## src/rtl/bus_seq_pkg.sv

```systemverilog
// Package: shared encodings for the machine-cycle sequencer.
// Assumes one clock per T state; the values of tstate_e and cyc_e are
// visible at the top-level ports and must not be renumbered.
package bus_seq_pkg;

    typedef enum logic [2:0] {
        TS_NONE = 3'd0,
        TS_T1   = 3'd1,
        TS_T2   = 3'd2,
        TS_T3   = 3'd3,
        TS_T4   = 3'd4,
        TS_TW   = 3'd5
    } tstate_e;

    typedef enum logic [1:0] {
        CY_IDLE  = 2'b00,
        CY_WRITE = 2'b01,
        CY_READ  = 2'b10,
        CY_FETCH = 2'b11
    } cyc_e;

    typedef enum logic [1:0] {
        RQ_FETCH      = 2'd0,
        RQ_READ       = 2'd1,
        RQ_WRITE      = 2'd2,
        RQ_FETCH_LONG = 2'd3
    } req_e;

    // Map a request code to the bus cycle it opens with.
    function automatic cyc_e req_to_cyc(input logic [1:0] code);
        case (code)
            RQ_READ:  return CY_READ;
            RQ_WRITE: return CY_WRITE;
            default:  return CY_FETCH;
        endcase
    endfunction

    // True in the states where a read or write strobe may be active.
    function automatic logic in_strobe_phase(input tstate_e t);
        return (t == TS_T2) || (t == TS_TW) || (t == TS_T3);
    endfunction

endpackage

```

## src/rtl/bus_seq_tctl.sv

```systemverilog
// T-state controller: steps through T1..T4 and wait states, and appends
// bus-idle cycles after a long fetch. It decides when a request may be taken.
// Assumes READY is synchronous to clk; bus-idle cycles never look at it.
module bus_seq_tctl
    import bus_seq_pkg::*;
#(
    parameter int N_IDLE      = 2,
    parameter bit FETCH_WAITS = 1'b1
) (
    input  logic       clk,
    input  logic       rst_n,
    input  logic       req_valid,
    input  logic [1:0] req_kind,
    input  logic       ready,
    output tstate_e    tst,
    output cyc_e       cyc,
    output logic       req_ready,
    output logic       accept
);

    localparam int CNT_W = (N_IDLE < 1) ? 1 : $clog2(N_IDLE + 1);
    localparam logic [CNT_W-1:0] IDLE_LOAD = CNT_W'(N_IDLE);
    localparam logic [CNT_W-1:0] CNT_ONE   = CNT_W'(1);

    logic [CNT_W-1:0] idle_left;
    logic [CNT_W-1:0] idle_nx;
    tstate_e          tst_nx;
    cyc_e             cyc_nx;
    logic             last_t;
    logic             more_idle;
    logic             honour_rdy;

    // Pick which cycle kinds may be stretched by READY.
    generate
        if (FETCH_WAITS) begin : g_fetch_waits
            assign honour_rdy = (cyc != CY_IDLE);
        end else begin : g_fetch_nowait
            assign honour_rdy = (cyc == CY_READ) || (cyc == CY_WRITE);
        end
    endgenerate

    // Last T state of the current machine cycle.
    assign last_t    = (tst == TS_T4) || ((tst == TS_T3) && (cyc != CY_FETCH));
    assign more_idle = (idle_left != '0);
    assign req_ready = (tst == TS_NONE) || (last_t && !more_idle);
    assign accept    = req_valid && req_ready;

    // Next T state, cycle kind and pending idle count.
    always_comb begin
        tst_nx  = tst;
        cyc_nx  = cyc;
        idle_nx = idle_left;
        case (tst)
            TS_T1:        tst_nx = TS_T2;
            TS_T2, TS_TW: tst_nx = (honour_rdy && !ready) ? TS_TW : TS_T3;
            TS_T3:        if (cyc == CY_FETCH) tst_nx = TS_T4;
            default:      ;
        endcase
        if (accept) begin
            tst_nx  = TS_T1;
            cyc_nx  = req_to_cyc(req_kind);
            idle_nx = (req_kind == RQ_FETCH_LONG) ? IDLE_LOAD : '0;
        end else if (last_t && more_idle) begin
            tst_nx  = TS_T1;
            cyc_nx  = CY_IDLE;
            idle_nx = idle_left - CNT_ONE;
        end else if (last_t || (tst == TS_NONE)) begin
            tst_nx  = TS_NONE;
            cyc_nx  = CY_IDLE;
        end
    end

    // State register with synchronous reset.
    always_ff @(posedge clk) begin
        if (!rst_n) begin
            tst       <= TS_NONE;
            cyc       <= CY_IDLE;
            idle_left <= '0;
        end else begin
            tst       <= tst_nx;
            cyc       <= cyc_nx;
            idle_left <= idle_nx;
        end
    end

endmodule

```

## src/rtl/bus_seq_latch.sv

```systemverilog
// Request latch: holds address and write data of the accepted request for
// the whole machine cycle and any idle cycles that follow it.
module bus_seq_latch #(
    parameter int ADDR_W = 16,
    parameter int DATA_W = 8
) (
    input  logic              clk,
    input  logic              rst_n,
    input  logic              accept,
    input  logic [ADDR_W-1:0] req_addr,
    input  logic [DATA_W-1:0] req_wdata,
    output logic [ADDR_W-1:0] addr_q,
    output logic [DATA_W-1:0] wdata_q
);

    // Capture on acceptance only.
    always_ff @(posedge clk) begin
        if (!rst_n) begin
            addr_q  <= '0;
            wdata_q <= '0;
        end else if (accept) begin
            addr_q  <= req_addr;
            wdata_q <= req_wdata;
        end
    end

endmodule

```

## src/rtl/bus_seq_pins.sv

```systemverilog
// Pin driver: decodes T state and cycle kind into the bus strobes, status
// code and address/data drive. Purely combinational from registered state,
// so every pin changes only just after a clock edge.
module bus_seq_pins
    import bus_seq_pkg::*;
#(
    parameter int ADDR_W = 16,
    parameter int DATA_W = 8
) (
    input  tstate_e                  tst,
    input  cyc_e                     cyc,
    input  logic [ADDR_W-1:0]        addr_q,
    input  logic [DATA_W-1:0]        wdata_q,
    output logic                     ale,
    output logic                     rd_n,
    output logic                     wr_n,
    output logic [1:0]               status,
    output logic [ADDR_W-DATA_W-1:0] addr_hi,
    output logic [DATA_W-1:0]        ad_out,
    output logic                     ad_oe
);

    localparam int HI_W = ADDR_W - DATA_W;

    logic active;
    logic bus_cyc;
    logic strobe_ph;
    logic is_rd;
    logic is_wr;

    assign active    = (tst != TS_NONE);
    assign bus_cyc   = active && (cyc != CY_IDLE);
    assign strobe_ph = in_strobe_phase(tst);
    assign is_rd     = (cyc == CY_FETCH) || (cyc == CY_READ);
    assign is_wr     = (cyc == CY_WRITE);

    // Strobes: latch pulse in T1, data strobes from T2 through T3.
    always_comb begin
        ale  = bus_cyc && (tst == TS_T1);
        rd_n = !(strobe_ph && is_rd);
        wr_n = !(strobe_ph && is_wr);
    end

    // Status and high address byte, held for the whole cycle.
    always_comb begin
        status  = active ? 2'(cyc) : 2'b00;
        addr_hi = active ? addr_q[ADDR_W-1 -: HI_W] : '0;
    end

    // Shared byte: low address in T1, write data during the write strobe.
    always_comb begin
        ad_oe  = ale || (strobe_ph && is_wr);
        ad_out = '0;
        if (ale)
            ad_out = addr_q[DATA_W-1:0];
        else if (ad_oe)
            ad_out = wdata_q;
    end

endmodule

```

## src/rtl/bus_seq_rcap.sv

```systemverilog
// Read capture: samples the shared byte at the edge that ends T3 of a
// fetch or read cycle, and flags it for the next clock only.
module bus_seq_rcap
    import bus_seq_pkg::*;
#(
    parameter int DATA_W = 8
) (
    input  logic              clk,
    input  logic              rst_n,
    input  tstate_e           tst,
    input  cyc_e              cyc,
    input  logic [DATA_W-1:0] ad_in,
    output logic [DATA_W-1:0] rdata,
    output logic              rdata_valid
);

    logic take;

    assign take = (tst == TS_T3) && ((cyc == CY_FETCH) || (cyc == CY_READ));

    // Capture register and one-clock valid flag.
    always_ff @(posedge clk) begin
        if (!rst_n) begin
            rdata       <= '0;
            rdata_valid <= 1'b0;
        end else begin
            rdata_valid <= take;
            if (take)
                rdata <= ad_in;
        end
    end

endmodule

```

## src/rtl/bus_cycle_seq.sv

```systemverilog
// Top: machine-cycle sequencer. Takes one request per machine cycle and
// drives the bus pins T state by T state. A long fetch is followed by
// N_IDLE bus-idle cycles that raise no strobe and ignore READY.
module bus_cycle_seq
    import bus_seq_pkg::*;
#(
    parameter int ADDR_W      = 16,
    parameter int DATA_W      = 8,
    parameter int N_IDLE      = 2,
    parameter bit FETCH_WAITS = 1'b1
) (
    input  logic                     clk,
    input  logic                     rst_n,
    input  logic                     req_valid,
    input  logic [1:0]               req_kind,
    input  logic [ADDR_W-1:0]        req_addr,
    input  logic [DATA_W-1:0]        req_wdata,
    output logic                     req_ready,
    input  logic                     ready,
    input  logic [DATA_W-1:0]        ad_in,
    output logic                     ale,
    output logic                     rd_n,
    output logic                     wr_n,
    output logic [1:0]               status,
    output logic [ADDR_W-DATA_W-1:0] addr_hi,
    output logic [DATA_W-1:0]        ad_out,
    output logic                     ad_oe,
    output logic [DATA_W-1:0]        rdata,
    output logic                     rdata_valid,
    output logic [2:0]               tstate
);

    tstate_e           tst;
    cyc_e              cyc;
    logic              accept;
    logic [ADDR_W-1:0] addr_q;
    logic [DATA_W-1:0] wdata_q;

    bus_seq_tctl #(
        .N_IDLE      (N_IDLE),
        .FETCH_WAITS (FETCH_WAITS)
    ) u_tctl (
        .clk       (clk),
        .rst_n     (rst_n),
        .req_valid (req_valid),
        .req_kind  (req_kind),
        .ready     (ready),
        .tst       (tst),
        .cyc       (cyc),
        .req_ready (req_ready),
        .accept    (accept)
    );

    bus_seq_latch #(
        .ADDR_W (ADDR_W),
        .DATA_W (DATA_W)
    ) u_latch (
        .clk       (clk),
        .rst_n     (rst_n),
        .accept    (accept),
        .req_addr  (req_addr),
        .req_wdata (req_wdata),
        .addr_q    (addr_q),
        .wdata_q   (wdata_q)
    );

    bus_seq_pins #(
        .ADDR_W (ADDR_W),
        .DATA_W (DATA_W)
    ) u_pins (
        .tst     (tst),
        .cyc     (cyc),
        .addr_q  (addr_q),
        .wdata_q (wdata_q),
        .ale     (ale),
        .rd_n    (rd_n),
        .wr_n    (wr_n),
        .status  (status),
        .addr_hi (addr_hi),
        .ad_out  (ad_out),
        .ad_oe   (ad_oe)
    );

    bus_seq_rcap #(
        .DATA_W (DATA_W)
    ) u_rcap (
        .clk         (clk),
        .rst_n       (rst_n),
        .tst         (tst),
        .cyc         (cyc),
        .ad_in       (ad_in),
        .rdata       (rdata),
        .rdata_valid (rdata_valid)
    );

    assign tstate = 3'(tst);

endmodule

```

## config.mk

```make
export PLATFORM = sky130hd
export DESIGN_NAME = bus_cycle_seq
export DESIGN_NICKNAME = d
export VERILOG_FILES = /design/src/rtl/bus_seq_pkg.sv /design/src/rtl/bus_seq_tctl.sv /design/src/rtl/bus_seq_latch.sv /design/src/rtl/bus_seq_pins.sv /design/src/rtl/bus_seq_rcap.sv /design/src/rtl/bus_cycle_seq.sv
export SDC_FILE = /design/constraint.sdc
export NUM_CORES = 1
export LEC_CHECK = 0
export BUFFER_PORTS_ARGS = -buffer_cell sky130_fd_sc_hd__buf_2
export CAP_MARGIN = 0
export CORE_UTILIZATION = 25
export DETAILED_ROUTE_END_ITERATION = 7
export MAX_ROUTING_LAYER = met4
export PLACE_DENSITY = 0.43
export RECOVER_POWER = 100
export SETUP_SLACK_MARGIN = 0.2
export SYNTH_ARGS = -nofsm -noshare
export SYNTH_HDL_FRONTEND = slang
export SYNTH_HIERARCHICAL = 1
export SYNTH_SLANG_ARGS = --single-unit
```

## constraint.sdc

```tcl
create_clock -name clk -period 5 [get_ports clk]
set_input_delay 1.5 -clock clk [delete_from_list [all_inputs] [get_ports clk]]
set_output_delay 1.5 -clock clk [all_outputs]
set_load 0.01 [all_outputs]
```

# Yosys cells after proc, flatten, opt, wreduce, memory -nomap -nowiden
# Cells that the tools add are included.
[op_classes]
addsub = 1
n_eq_ne = 14
n_mux = 17
bitwise = 1
reduce_logical = 33
[ops]
columns = ["operator", "n"]
rows = [
  ["8-bit two-way mux", 3],
  ["2-bit two-way mux", 7],
  ["1-bit logical AND", 10],
  ["3-bit case mux with 3 select lines", 1],
  ["3-bit nonzero test", 3],
  ["2-bit equality test, second input constant", 4],
  ["1-bit logical OR", 7],
  ["3-bit by 2-bit equality test with 1-bit output, second input constant", 2],
  ["3-bit equality test, second input constant", 2],
  ["3-bit two-way mux", 2],
  ["2-bit nonzero test", 3],
  ["6-bit nonzero test", 1],
  ["5-bit != test, second input constant", 1],
  ["2-bit by 1-bit equality test with 1-bit output, second input constant", 2],
  ["1-bit logical NOT", 4],
  ["2-bit != test, second input constant", 2],
  ["2-bit case mux with 2 select lines", 1],
  ["2-bit AND reduction", 2],
  ["4-bit OR reduction", 1],
  ["3-bit by 1-bit equality test with 1-bit output, second input constant", 1],
  ["3-bit logical NOT", 1],
  ["1-bit two-way mux", 3],
  ["2-bit OR reduction", 1],
  ["2-bit by 1-bit subtractor with 2-bit output, second input constant", 1],
  ["1-bit NOT", 1],
]
[totals]
register_bits = 40
out_inout_bits = 35
elab_cells = 74

# Longest topological paths before layout
# Gate-level depths: netlist (run 1).
[logic_depth]
depth_word = 8
depth_mapped = 9
ltp_nobuf = 7

# Hierarchy
# Netlist (run 1), hierarchy kept.
[by_module_without_submodules]
columns = ["module", "n_inst", "cells_per_inst", "area_per_inst_um2"]
rows = [
  ["bus_seq_latch", 1, 77, 929.6],
  ["bus_seq_tctl", 1, 54, 476.7],
  ["bus_seq_rcap", 1, 38, 364.1],
  ["bus_seq_pins", 1, 28, 219.0],
]

# Worst setup path before layout (run 1)
# OpenSTA, ideal clock, no wires.
[synth_path]
path_kind = "register to output"
from = "register u_tctl.tst[2]"
to = "output ad_out[0]"
t_arrival_ns = 1.335
slack_ns = 2.165
path_stages_with_launch = 4
n_path_buf = 0
cell_sequence = "dfxtp_1 -> nand3b_1 -> a21oi_2 -> a22o_1"
[synth_via]
elab_chain_len = 7
[synth_rtl]
columns = ["item", "line", "rtl"]
rows = [
  ["start: declaration", "bus_seq_tctl.sv:15", "output tstate_e tst,"],
  ["start signal: assignment", "bus_seq_tctl.sv:80", "tst <= tst_nx;"],
  ["3-bit by 2-bit equality test with 1-bit output or 3-bit equality test (tied branches)", "bus_seq_pkg.sv:40", "return (t == TS_T2) || (t == TS_TW) || (t == TS_T3);"],
  ["1-bit logical OR (2 in series)", "bus_seq_pkg.sv:40", ""],
  ["1-bit logical AND", "bus_seq_pins.sv:52", "ad_oe = ale || (strobe_ph && is_wr);"],
  ["1-bit logical OR", "bus_seq_pins.sv:52", ""],
  ["8-bit two-way mux", "bus_seq_pins.sv:56", "else if (ad_oe)"],
  ["8-bit two-way mux (*)", "bus_seq_pins.sv:54", "if (ale)"],
  ["end: declaration", "bus_cycle_seq.sv:26", "output logic [DATA_W-1:0] ad_out,"],
]
# Every way passes the cells marked *; elsewhere a longest branch is shown, timed or not.

# Worst setup path after layout (run 1)
[layout_path]
from = "register u_tctl.tst[2]"
to = "output ad_out[4]"
# The elaborated chain is that of the path after synthesis.

==> metrics.md, run 1 <==
| Metric | Value |
|---|---|
| HP Class | `reg -> reg` |
| Initial core utilization | `25.7%` |
| H-tree level count | `2` |
| VDD IR max | `0.000102 V` |
| Post-Syn Area | `0.00199 mm2` |
| Worst-Margin Slew | `1.63 ns` |
| Setup crit end kind | `output pin` |
| Site row count | `32` |
| Core Region | `0.00773 mm2` |
| Achievable clock frequency | `271 MHz` |
| Die width | `91.2 um` |
| Clock root cell | `clkbuf_8` |
| Grt total ovfl | `0` |
| Synth Register Bits | `40` |
| Commonest register cell after synthesis | `dfxtp_1` |
| Num Clock Sinks | `40` |
| Worst setup SP type | `register` |
| Worst slack, placed | `1.84 ns` |
| Overall Global Routing Usage | `11.6%` |
| Number of nets in the layout | `307` |
| Max Cap Violations | `1` |
| CTS buffer count | `5` |
| Die Span Y | `91.2 um` |
| 1st-pass router iterations | `4` |
| Worst reg2reg path startpoint | `u_tctl/idle_left[0]` |
| CTS resizes | `0` |
| Failing checks | `capacitance limit, slew limit` |
| Final wirelength | `4.54 mm` |
| Final worst slack | `1.31 ns` |
| Minimum clock period | `3.69 ns` |
| CTS clk-pin slew, worst paths | `0.08 ns` |
| Number of library cell types mapped by synthesis | `43` |
| Pwr/cell area | `316 mW/mm2` |
| Setup TNS Final | `0 ns` |
| Layout cells sized above 1 | `21.6%` |
| RSZ-0062 raised after global routing | `false` |
| P&R area growth vs syn | `22.0%` |
| Worst Setup Path Type | `reg -> out` |
| Overall via count from detail_route | `1567` |
| Post-Syn Instances | `197` |
| Gpl congestion | `0.708` |
| Final Hold Viols | `0` |
| Hold-fix buffers, CTS | `0` |
| Initial antenna violation count | `0` |
| Vias in the first global route | `1498` |
| Iter 0 DRT Violations | `39` |
| Buffers on Ports | `72` |
| Busiest grt layer | `met2` |
| Post-DRT Antenna Nets | `0` |
| Drt drc | `0` |
| HPWL after DPL | `3.07 mm` |
| First-pass GRT wire length | `7.45 mm` |
| Outcome | `finished, violations left` |
| Bufs on Longest Clock Path | `2` |
| Worst-Skew Late Latency | `0.28 ns` |
| Io pins | `73` |
| Tcrit/Tclk final | `73.9%` |
| Number of synthesized flops with an enable pin | `0` |
| Largest net degree at the start of global routing | `45` |
| Sequential-to-total area share from yosys stat | `40.3%` |
| Setup Buffers After CTS | `0` |
| Vias per Instance | `4.22` |
| Met3 Use GR | `2.76%` |
| Slew Viols, Final | `45` |
| # diodes | `0` |
| Final setup violation count | `0` |
| Warnings from Yosys | `6` |
| Syn Area/Cell | `10.1 um2` |
| Die area | `0.00832 mm2` |
| Max-slew headroom | `-8.43%` |
| Hold path start | `u_rcap/rdata[1]` |
| Critical Path Start | `u_tctl/tst[2]` |
| GR Util met1 | `15.2%` |
| Syn_nets | `236` |
| CTS tree | `built` |
| Arr. time, crit path | `2.19 ns` |
| Worst-path maximum fanout | `14` |
| Async set-reset flop share out of synthesis | `0%` |
| Cell leakage power | `0.000927 uW` |
| Clk_skew | `0.00626 ns` |
| DR WL/cell | `12.2 um` |
| Worst Path Required | `3.50 ns` |
| Met2 Use GR | `17.9%` |
## cell families after synthesis
kind of cell	count (synthesis)	share of synthesized area [%]
simple gates	78	24.0
fa+ha+maj	1	0.629
compound gates	31	13.5
buf+inv	15	5.60
mux	32	16.1
flops	40	40.3
## placed cells by master, fill, tap and decap left out, types with 4 or more instances in the layout
cell type / synthesis / layout
nor2_1: 6 / 6
buf_2: 0 / 40
a21oi_1: 5 / 6
inv_1: 7 / 7
nor2b_1: 34 / 34
nand2_1: 18 / 18
dfxtp_1: 40 / 40
clkbuf_8: 0 / 6
o21ai_0: 4 / 4
mux2i_1: 32 / 32
a22o_1: 8 / 8
clkbuf_1: 2 / 33
## path summary, 6_finish.rpt
path / end / slack, ns / depth (start not counted)
min: u_rcap/rdata[1] / 0.46 / 2
max reg2reg: u_latch/addr_q[9] / 2.73 / 7
max: ad_out[4] / 1.31 / 4
min reg2reg: u_rcap/rdata[1] / 0.46 / 2
## synth_stat cells (2+ instances only)
| master | instances | area share, % |
|---|---|---|
| buf_6 | 2 | 1.1 |
| nor2b_1 | 34 | 11 |
| nand3b_1 | 3 | 1.1 |
| inv_1 | 7 | 1.3 |
| o221ai_1 | 2 | 0.88 |
| dfxtp_1 | 40 | 40 |
| nor3_2 | 2 | 1.0 |
| nor2_1 | 6 | 1.1 |
| buf_12 | 2 | 2.0 |
| nand2_1 | 18 | 3.4 |
| a22o_1 | 8 | 3.5 |
| nand2b_1 | 2 | 0.63 |
| clkbuf_1 | 2 | 0.38 |
| mux2i_1 | 32 | 16 |
| a21oi_1 | 5 | 1.3 |
| o21ai_0 | 4 | 1.0 |
| or2_1 | 2 | 0.63 |
## report_power, final
part | internal, uW | switching (uW) | total, uW
sequential | 344 | 26.7 | 371
combinational | 82.9 | 90.3 | 173
clock | 112 | 111 | 224
total | 539 | 228 | 768
## per-layer routing
layer  vias to the layer above  part of all wire [%]  wire length (um)
met3                         2                   4.4               198
met4                         0                 0.066                 3
met2                        41                    44              1980
met5                         -                     0                 0
li1                        824                     -                 -
met1                       700                    52              2360
## worst max-delay path, stage by stage (launching register included)
cell	delay (ns)
dfxtp_1	0.69
nand3b_1	0.17
a21oi_1	0.65
a22o_1	0.25
clkbuf_1	0.16
## through the flow
stage | power [uW] | cells | cell area [um2] | hold slack (ns) | utilization [%]
after floorplan | 516 | 197 | 1990 | 0.474 | -
after global routing | 822 | 371 | 2430 | 0.477 | 31.4
after detailed placement | 560 | 363 | 2390 | 0.444 | 31.0
after global placement | 562 | 363 | 2390 | 0.441 | 31.0
final | 768 | 371 | 2430 | 0.460 | 31.4
after CTS | 794 | 371 | 2490 | 0.458 | 32.2
## flip-flops by register name, summed over array words and instances, names as in the netlist
signal and cells:
u_latch/addr_q 16, u_latch/wdata_q 8, u_rcap/rdata 8, u_rcap/rdata_valid 1, u_tctl/cyc 2, u_tctl/idle_left 2, u_tctl/tst 3
## layout make-up
| class | count | area (um2) |
|---|---|---|
| clock inverter | 1 | 7.51 |
| tap | 102 | 128 |
| timing repair buffer | 72 | 320 |
| multi-input combinational | 142 | 1060 |
| inverter | 7 | 26.3 |
| sequential | 40 | 801 |
| clock buffer | 7 | 86.3 |
| fill | 840 | 5300 |
(Power assumes the default switching activity.)
==> inputs of run 2 (changes only) <==
==> constraint.sdc (replaced) <==
create_clock -name clk -period 3.8 [get_ports clk]
set_input_delay 1.14 -clock clk [delete_from_list [all_inputs] [get_ports clk]]
set_output_delay 1.14 -clock clk [all_outputs]
set_load 0.01 [all_outputs]
==> run 2 against run 1 <==
The run still ends with capacitance limit, slew limit left. Global-route usage is 0.32 points lower. Sequential share of layout area grew 0.22 points. Combinational power up 31%. Design area decreased by 0.67%. Core utilization down 0.21 points. Critical endpoint unchanged.
==> metrics.md, run 2 (synthesized netlist as in run 1, its figures left out) <==
| Metric | Value |
|---|---|
| Int Pwr | `709 uW (was 539 uW)` |
| CTS tree | `built (unchanged)` |
| Arr. time, crit path | `2.18 ns (was 2.19 ns)` |
| Placed Area | `0.00240 mm2 (was 0.00239 mm2)` |
| Slew Viols, Final | `72 (was 45)` |
| Bufs on Longest Clock Path | `2 (unchanged)` |
| Iter 0 DRT Violations | `25 (was 39)` |
| Worst-Skew Late Latency | `0.29 ns (was 0.28 ns)` |
| Final Non-Filler Cells | `372 (was 371)` |
| Max reg flops | `16 (unchanged)` |
| Worst slack, placed | `0.995 ns (was 1.84 ns)` |
| Max-slew headroom | `-3.31% (was -8.43%)` |
| Comb power frac | `22.5% (was 22.6%)` |
| Number of nets in the layout | `308 (was 307)` |
| HP Class | `reg -> reg (unchanged)` |
| H-tree level count | `2 (unchanged)` |
| # diodes | `0 (unchanged)` |
| Num Clock Sinks | `40 (unchanged)` |
| Switching share of power | `29.7% (was 29.8%)` |
| Flop pwr share | `48.1% (was 48.3%)` |
| Io pins | `73 (unchanged)` |
| Overall Global Routing Usage | `11.3% (was 11.6%)` |
| Most common cell after layout, fill and taps aside | `dfxtp_1` |
| Worst-path maximum fanout | `14 (unchanged)` |
| Worst-Margin Slew | `1.55 ns (was 1.63 ns)` |
| Worst Path Required | `2.66 ns (was 3.50 ns)` |
| CTS resizes | `0 (unchanged)` |
| CTS clk-pin slew, worst paths | `0.08 ns (about the same)` |
| Final wirelength | `4.48 mm (was 4.54 mm)` |
| Core Util, Final | `31.2% (was 31.4%)` |
| Failing checks | `capacitance limit, slew limit (unchanged)` |
| Final worst slack | `0.485 ns (was 1.31 ns)` |
| Cell leakage power | `0.000925 uW (was 0.000927 uW)` |
| Clk_skew | `0.00505 ns (was 0.00626 ns)` |
| Hold-fix buffers, CTS | `0 (unchanged)` |
| Clock root cell | `clkbuf_8 (unchanged)` |
| VDD IR max | `0.000138 V (was 0.000102 V)` |
| Overall via count from detail_route | `1574 (was 1567)` |
| Achievable clock frequency | `302 MHz` |
| Initial antenna violation count | `0 (unchanged)` |
| First-pass GRT wire length | `7.25 mm (was 7.45 mm)` |
| HPWL after DPL | `3.11 mm (was 3.07 mm)` |
| Setup TNS Final | `0 ns (unchanged)` |
| Outcome | `finished, violations left (unchanged)` |
| Site row count | `32 (unchanged)` |
| Worst Setup Path Type | `reg -> out (unchanged)` |
| Cell total after placement | `364 (was 363)` |
| Final Hold Viols | `0 (unchanged)` |
| Initial core utilization | `25.7% (unchanged)` |
| Core Region | `0.00773 mm2 (unchanged)` |
| Largest net degree at the start of global routing | `44 (was 45)` |
| Layout cells sized above 1 | `20.4% (was 21.6%)` |
| Minimum clock period | `3.32 ns` |
| Buffers on Ports | `72 (unchanged)` |
| Design Area, Final | `0.00241 mm2 (was 0.00243 mm2)` |
| Die Span Y | `91.2 um (unchanged)` |
| Pwr/cell area | `418 mW/mm2 (was 316 mW/mm2)` |
| 1st-pass router iterations | `4 (unchanged)` |
| CTS buffer count | `5 (unchanged)` |
| DR WL/cell | `12.0 um (was 12.2 um)` |
| Final setup violation count | `0 (unchanged)` |
| Die width | `91.2 um (unchanged)` |
| Worst setup SP type | `register (unchanged)` |
| Reg with most FFs | `u_latch/addr_q (unchanged)` |
| Vias in the first global route | `1484 (was 1498)` |
| Max Cap Violations | `2 (was 1)` |
| Grt total ovfl | `0 (unchanged)` |
| Die area | `0.00832 mm2 (unchanged)` |
| P&R area growth vs syn | `21.2% (was 22.0%)` |
| Top Registers | `u_latch/addr_q (16), u_latch/wdata_q (8), u_rcap/rdata (8) (unchanged)` |
| Clock share of power | `29.4% (was 29.1%)` |
| Tcrit/Tclk final | `87.2%` |
| Vias per Instance | `4.23 (was 4.22)` |
| Drt drc | `0 (unchanged)` |
| Setup crit end kind | `output pin (unchanged)` |
| RSZ-0062 raised after global routing | `false (unchanged)` |
| P_sw | `299 uW (was 228 uW)` |
| Gpl congestion | `0.712 (was 0.708)` |
| Post-DRT Antenna Nets | `0 (unchanged)` |
| Most frequent cells in the layout | `dfxtp_1 (40), buf_2 (39), clkbuf_1 (35) (was buf_2 (40), dfxtp_1 (40), nor2b_1 (34))` |
| Setup Buffers After CTS | `0 (unchanged)` |
run 2: cell count changes in the layout (fill, tap and decap cells not counted), sizes merged:
| cell | delta |
|---|---|
| buf | -1 |
| clkbuf | +2 |
run 2: layout make-up:
cell class	instances	area, um2
inverter	7	26.3
fill	867	5320
clock buffer	7	86.3
tap	102	128
clock inverter	1	7.51
sequential	40	801
multi-input combinational	142	1040
timing repair buffer	73	323
run 2: final timing paths:
kind | start | slack (ns) | depth (start not counted) | endpoint
setup / recovery | u_tctl/tst[2] | 0.48 | 4 | ad_out[4]
hold / removal | u_rcap/rdata[5] | 0.46 | 2 | u_rcap/rdata[5]
setup reg to reg | u_tctl/idle_left[0] | 0.79 | 7 | u_latch/addr_q[1]
hold reg to reg | u_rcap/rdata[5] | 0.46 | 2 | u_rcap/rdata[5]
run 2: metal layers:
metal,wire [um],vias to the layer above,global-route usage [%]
met5,0,-,-
met4,18,0,3.17
met3,292,4,3.52
met2,2010,46,17.4
met1,2160,702,14.2
li1,-,822,-
run 2: critical path, stage by stage (launching register included):
cell and delay, ns:
dfxtp_1 0.64, nand3b_1 0.16, a21oi_1 0.68, a22o_1 0.24, clkbuf_1 0.16
run 2: power groups by stage:
| stage | registers [uW] | logic (uW) | clock network [uW] |
|---|---|---|---|
| after global routing | 491 | 255 | 331 |
| after detailed placement | 498 | 241 | 0 |
| final | 485 | 226 | 296 |
| after CTS | 488 | 242 | 318 |
| after global placement | 499 | 241 | 0 |
| after floorplan | 491 | 188 | 0 |
run 2: per-stage QoR:
stage	total power, uW	hold slack [ns]
floorplan	679	0.474
detailed placement	739	0.443
finish	1010	0.459
CTS	1050	0.458
global route	1080	0.477
global placement	739	0.441
==> inputs of run 3 (changes only) <==
==> constraint.sdc (replaced) <==
create_clock -name clk -period 3.45 [get_ports clk]
set_input_delay 1.035 -clock clk [delete_from_list [all_inputs] [get_ports clk]]
set_output_delay 1.035 -clock clk [all_outputs]
set_load 0.01 [all_outputs]
==> run 3 against run 2 <==
The run now ends clean. Clock power is 11% higher. First-iteration DRC count up 28%. Register-to-register slack better by 0.34 ns. Clock skew is 0.00091 ns higher. Global-route usage up 0.31 points. Combinational power is 12% higher. Design area is 1.1% higher. Sequential power rose by 11%. Clock-buffer cell count is the same. Die area stayed put. Sequential share of layout area decreased by 0.37 points. Largest power group unchanged.
==> metrics.md, run 3 (synthesized netlist as in run 1, its figures left out) <==
| Metric | Value |
|---|---|
| Most common cell after layout, fill and taps aside | `dfxtp_1 (unchanged)` |
| Buffers on Ports | `72 (unchanged)` |
| Bufs on Longest Clock Path | `2 (unchanged)` |
| H-tree level count | `2 (unchanged)` |
| 1st-pass router iterations | `4 (unchanged)` |
| Reg2reg setup slack | `1.13 ns (was 0.79 ns)` |
| CTS tree | `built (unchanged)` |
| Cell leakage power | `0.000932 uW (was 0.000925 uW)` |
| Worst slack, placed | `0.743 ns (was 0.995 ns)` |
| Max-slew headroom | `55.3% (was -3.31%)` |
| Die area | `0.00832 mm2 (unchanged)` |
| Worst-Margin Slew | `0.667 ns (was 1.55 ns)` |
| Die width | `91.2 um (unchanged)` |
| Io pins | `73 (unchanged)` |
| DR WL/cell | `12.2 um (was 12.0 um)` |
| Die Span Y | `91.2 um (unchanged)` |
| Vias in the first global route | `1531 (was 1484)` |
| # diodes | `0 (unchanged)` |
| Iter 0 DRT Violations | `32 (was 25)` |
| Initial antenna violation count | `0 (unchanged)` |
| Overall via count from detail_route | `1605 (was 1574)` |
| Tcrit/Tclk final | `87.8%` |
| Final worst slack | `0.420 ns (was 0.485 ns)` |
| Layout cells sized above 1 | `21.5% (was 20.4%)` |
| Placed Area | `0.00240 mm2 (unchanged)` |
| Hold-fix buffers, CTS | `0 (unchanged)` |
| Most frequent cells in the layout | `dfxtp_1 (40), buf_2 (38), clkbuf_1 (35) (was dfxtp_1 (40), buf_2 (39), clkbuf_1 (35))` |
| Arr. time, crit path | `2.00 ns (was 2.18 ns)` |
| Drt drc | `0 (unchanged)` |
| Worst Path Required | `2.41 ns (was 2.66 ns)` |
| Minimum clock period | `3.03 ns` |
| Largest net degree at the start of global routing | `44 (unchanged)` |
| HPWL after DPL | `3.12 mm (was 3.11 mm)` |
| Worst-Skew Late Latency | `0.29 ns (about the same)` |
| Max Cap Violations | `0 (was 2)` |
| Setup Buffers After CTS | `0 (unchanged)` |
| Core Util, Final | `31.6% (was 31.2%)` |
| Slew Viols, Final | `0 (was 72)` |
| Vias per Instance | `4.31 (was 4.23)` |
| Post-DRT Antenna Nets | `0 (unchanged)` |
| Gpl congestion | `0.710 (was 0.712)` |
| Fillers | `844 (was 867)` |
| Reg with most FFs | `u_latch/addr_q (unchanged)` |
| VDD IR max | `0.000155 V (was 0.000138 V)` |
| Overall Global Routing Usage | `11.6% (was 11.3%)` |
| Num Clock Sinks | `40 (unchanged)` |
| Setup TNS Final | `0 ns (unchanged)` |
| Final setup violation count | `0 (unchanged)` |
| Outcome | `finished, final reports clean (was finished, violations left)` |
| Clock root cell | `clkbuf_8 (unchanged)` |
| Core Region | `0.00773 mm2 (unchanged)` |
| Grt total ovfl | `0 (unchanged)` |
| Worst-path maximum fanout | `14 (unchanged)` |
| HP Class | `reg -> reg (unchanged)` |
| Clk_skew | `0.00596 ns (was 0.00505 ns)` |
| P&R area growth vs syn | `22.6% (was 21.2%)` |
| Max reg flops | `16 (unchanged)` |
| RSZ-0062 raised after global routing | `false (unchanged)` |
| Site row count | `32 (unchanged)` |
| Setup crit end kind | `output pin (unchanged)` |
| Worst Setup Path Type | `reg -> out (unchanged)` |
| First-pass GRT wire length | `7.49 mm (was 7.25 mm)` |
| Achievable clock frequency | `330 MHz` |
| Final Non-Filler Cells | `372 (unchanged)` |
| Design Area, Final | `0.00244 mm2 (was 0.00241 mm2)` |
| Final Hold Viols | `0 (unchanged)` |
| CTS clk-pin slew, worst paths | `0.08 ns (about the same)` |
| Worst setup SP type | `register (unchanged)` |
| CTS buffer count | `5 (unchanged)` |
| Number of nets in the layout | `308 (unchanged)` |
| Top Registers | `u_latch/addr_q (16), u_latch/wdata_q (8), u_rcap/rdata (8) (unchanged)` |
| Pwr/cell area | `458 mW/mm2 (was 418 mW/mm2)` |
| Initial core utilization | `25.7% (unchanged)` |
| Final wirelength | `4.55 mm (was 4.48 mm)` |
| Cell total after placement | `364 (unchanged)` |
| CTS resizes | `0 (unchanged)` |
==> run 3: cell counts in the layout (fill, tap and decap cells not counted) <==
Identical to the previous run, type by type.
==> run 3: critical path, cell delays in order, from the launching register on <==
cell and delay (ns):
dfxtp_1 0.68, nand3b_1 0.19, a21oi_2 0.46, a22o_1 0.21, clkbuf_1 0.16
==> run 3: where the power goes <==
part | internal [uW] | total [uW] | switching, uW
combinational | 119 | 252 | 133
sequential | 499 | 537 | 38.3
clock | 163 | 328 | 165
==> run 3: path summary, 6_finish.rpt <==
check                                          from                 to  cells past startpoint
worst max-delay path                  u_tctl/tst[2]          ad_out[4]                      4
worst min-delay path                u_rcap/rdata[1]    u_rcap/rdata[1]                      2
worst max register to register  u_tctl/idle_left[0]  u_latch/addr_q[9]                      7
worst min register to register      u_rcap/rdata[1]    u_rcap/rdata[1]                      2
==> run 3: routing by layer <==
metal | track usage [%] | routed length (um) | vias to the layer above
met5 | - | 0 | -
met4 | 2.78 | 2 | 0
met3 | 2.85 | 252 | 2
met2 | 18.8 | 2070 | 45
met1 | 14.5 | 2230 | 737
li1 | - | - | 821
==> run 3: layout make-up <==
type | instances | area (um2) | area share (%)
Sequential cell | 40 | 801 | 32.8
Clock buffer | 7 | 86.3 | 3.54
Inverter | 7 | 26.3 | 1.08
Multi-Input combinational cell | 142 | 1060 | 43.7
Timing Repair Buffer | 73 | 325 | 13.3
Clock inverter | 1 | 7.51 | 0.308
Tap cell | 102 | 128 | 5.23
==> run 3: metrics by stage <==
step | power (uW) | hold slack [ns]
finish | 1120 | 0.460
global placement | 814 | 0.441
floorplan | 748 | 0.474
detailed placement | 815 | 0.444
CTS | 1150 | 0.458
global route | 1200 | 0.477
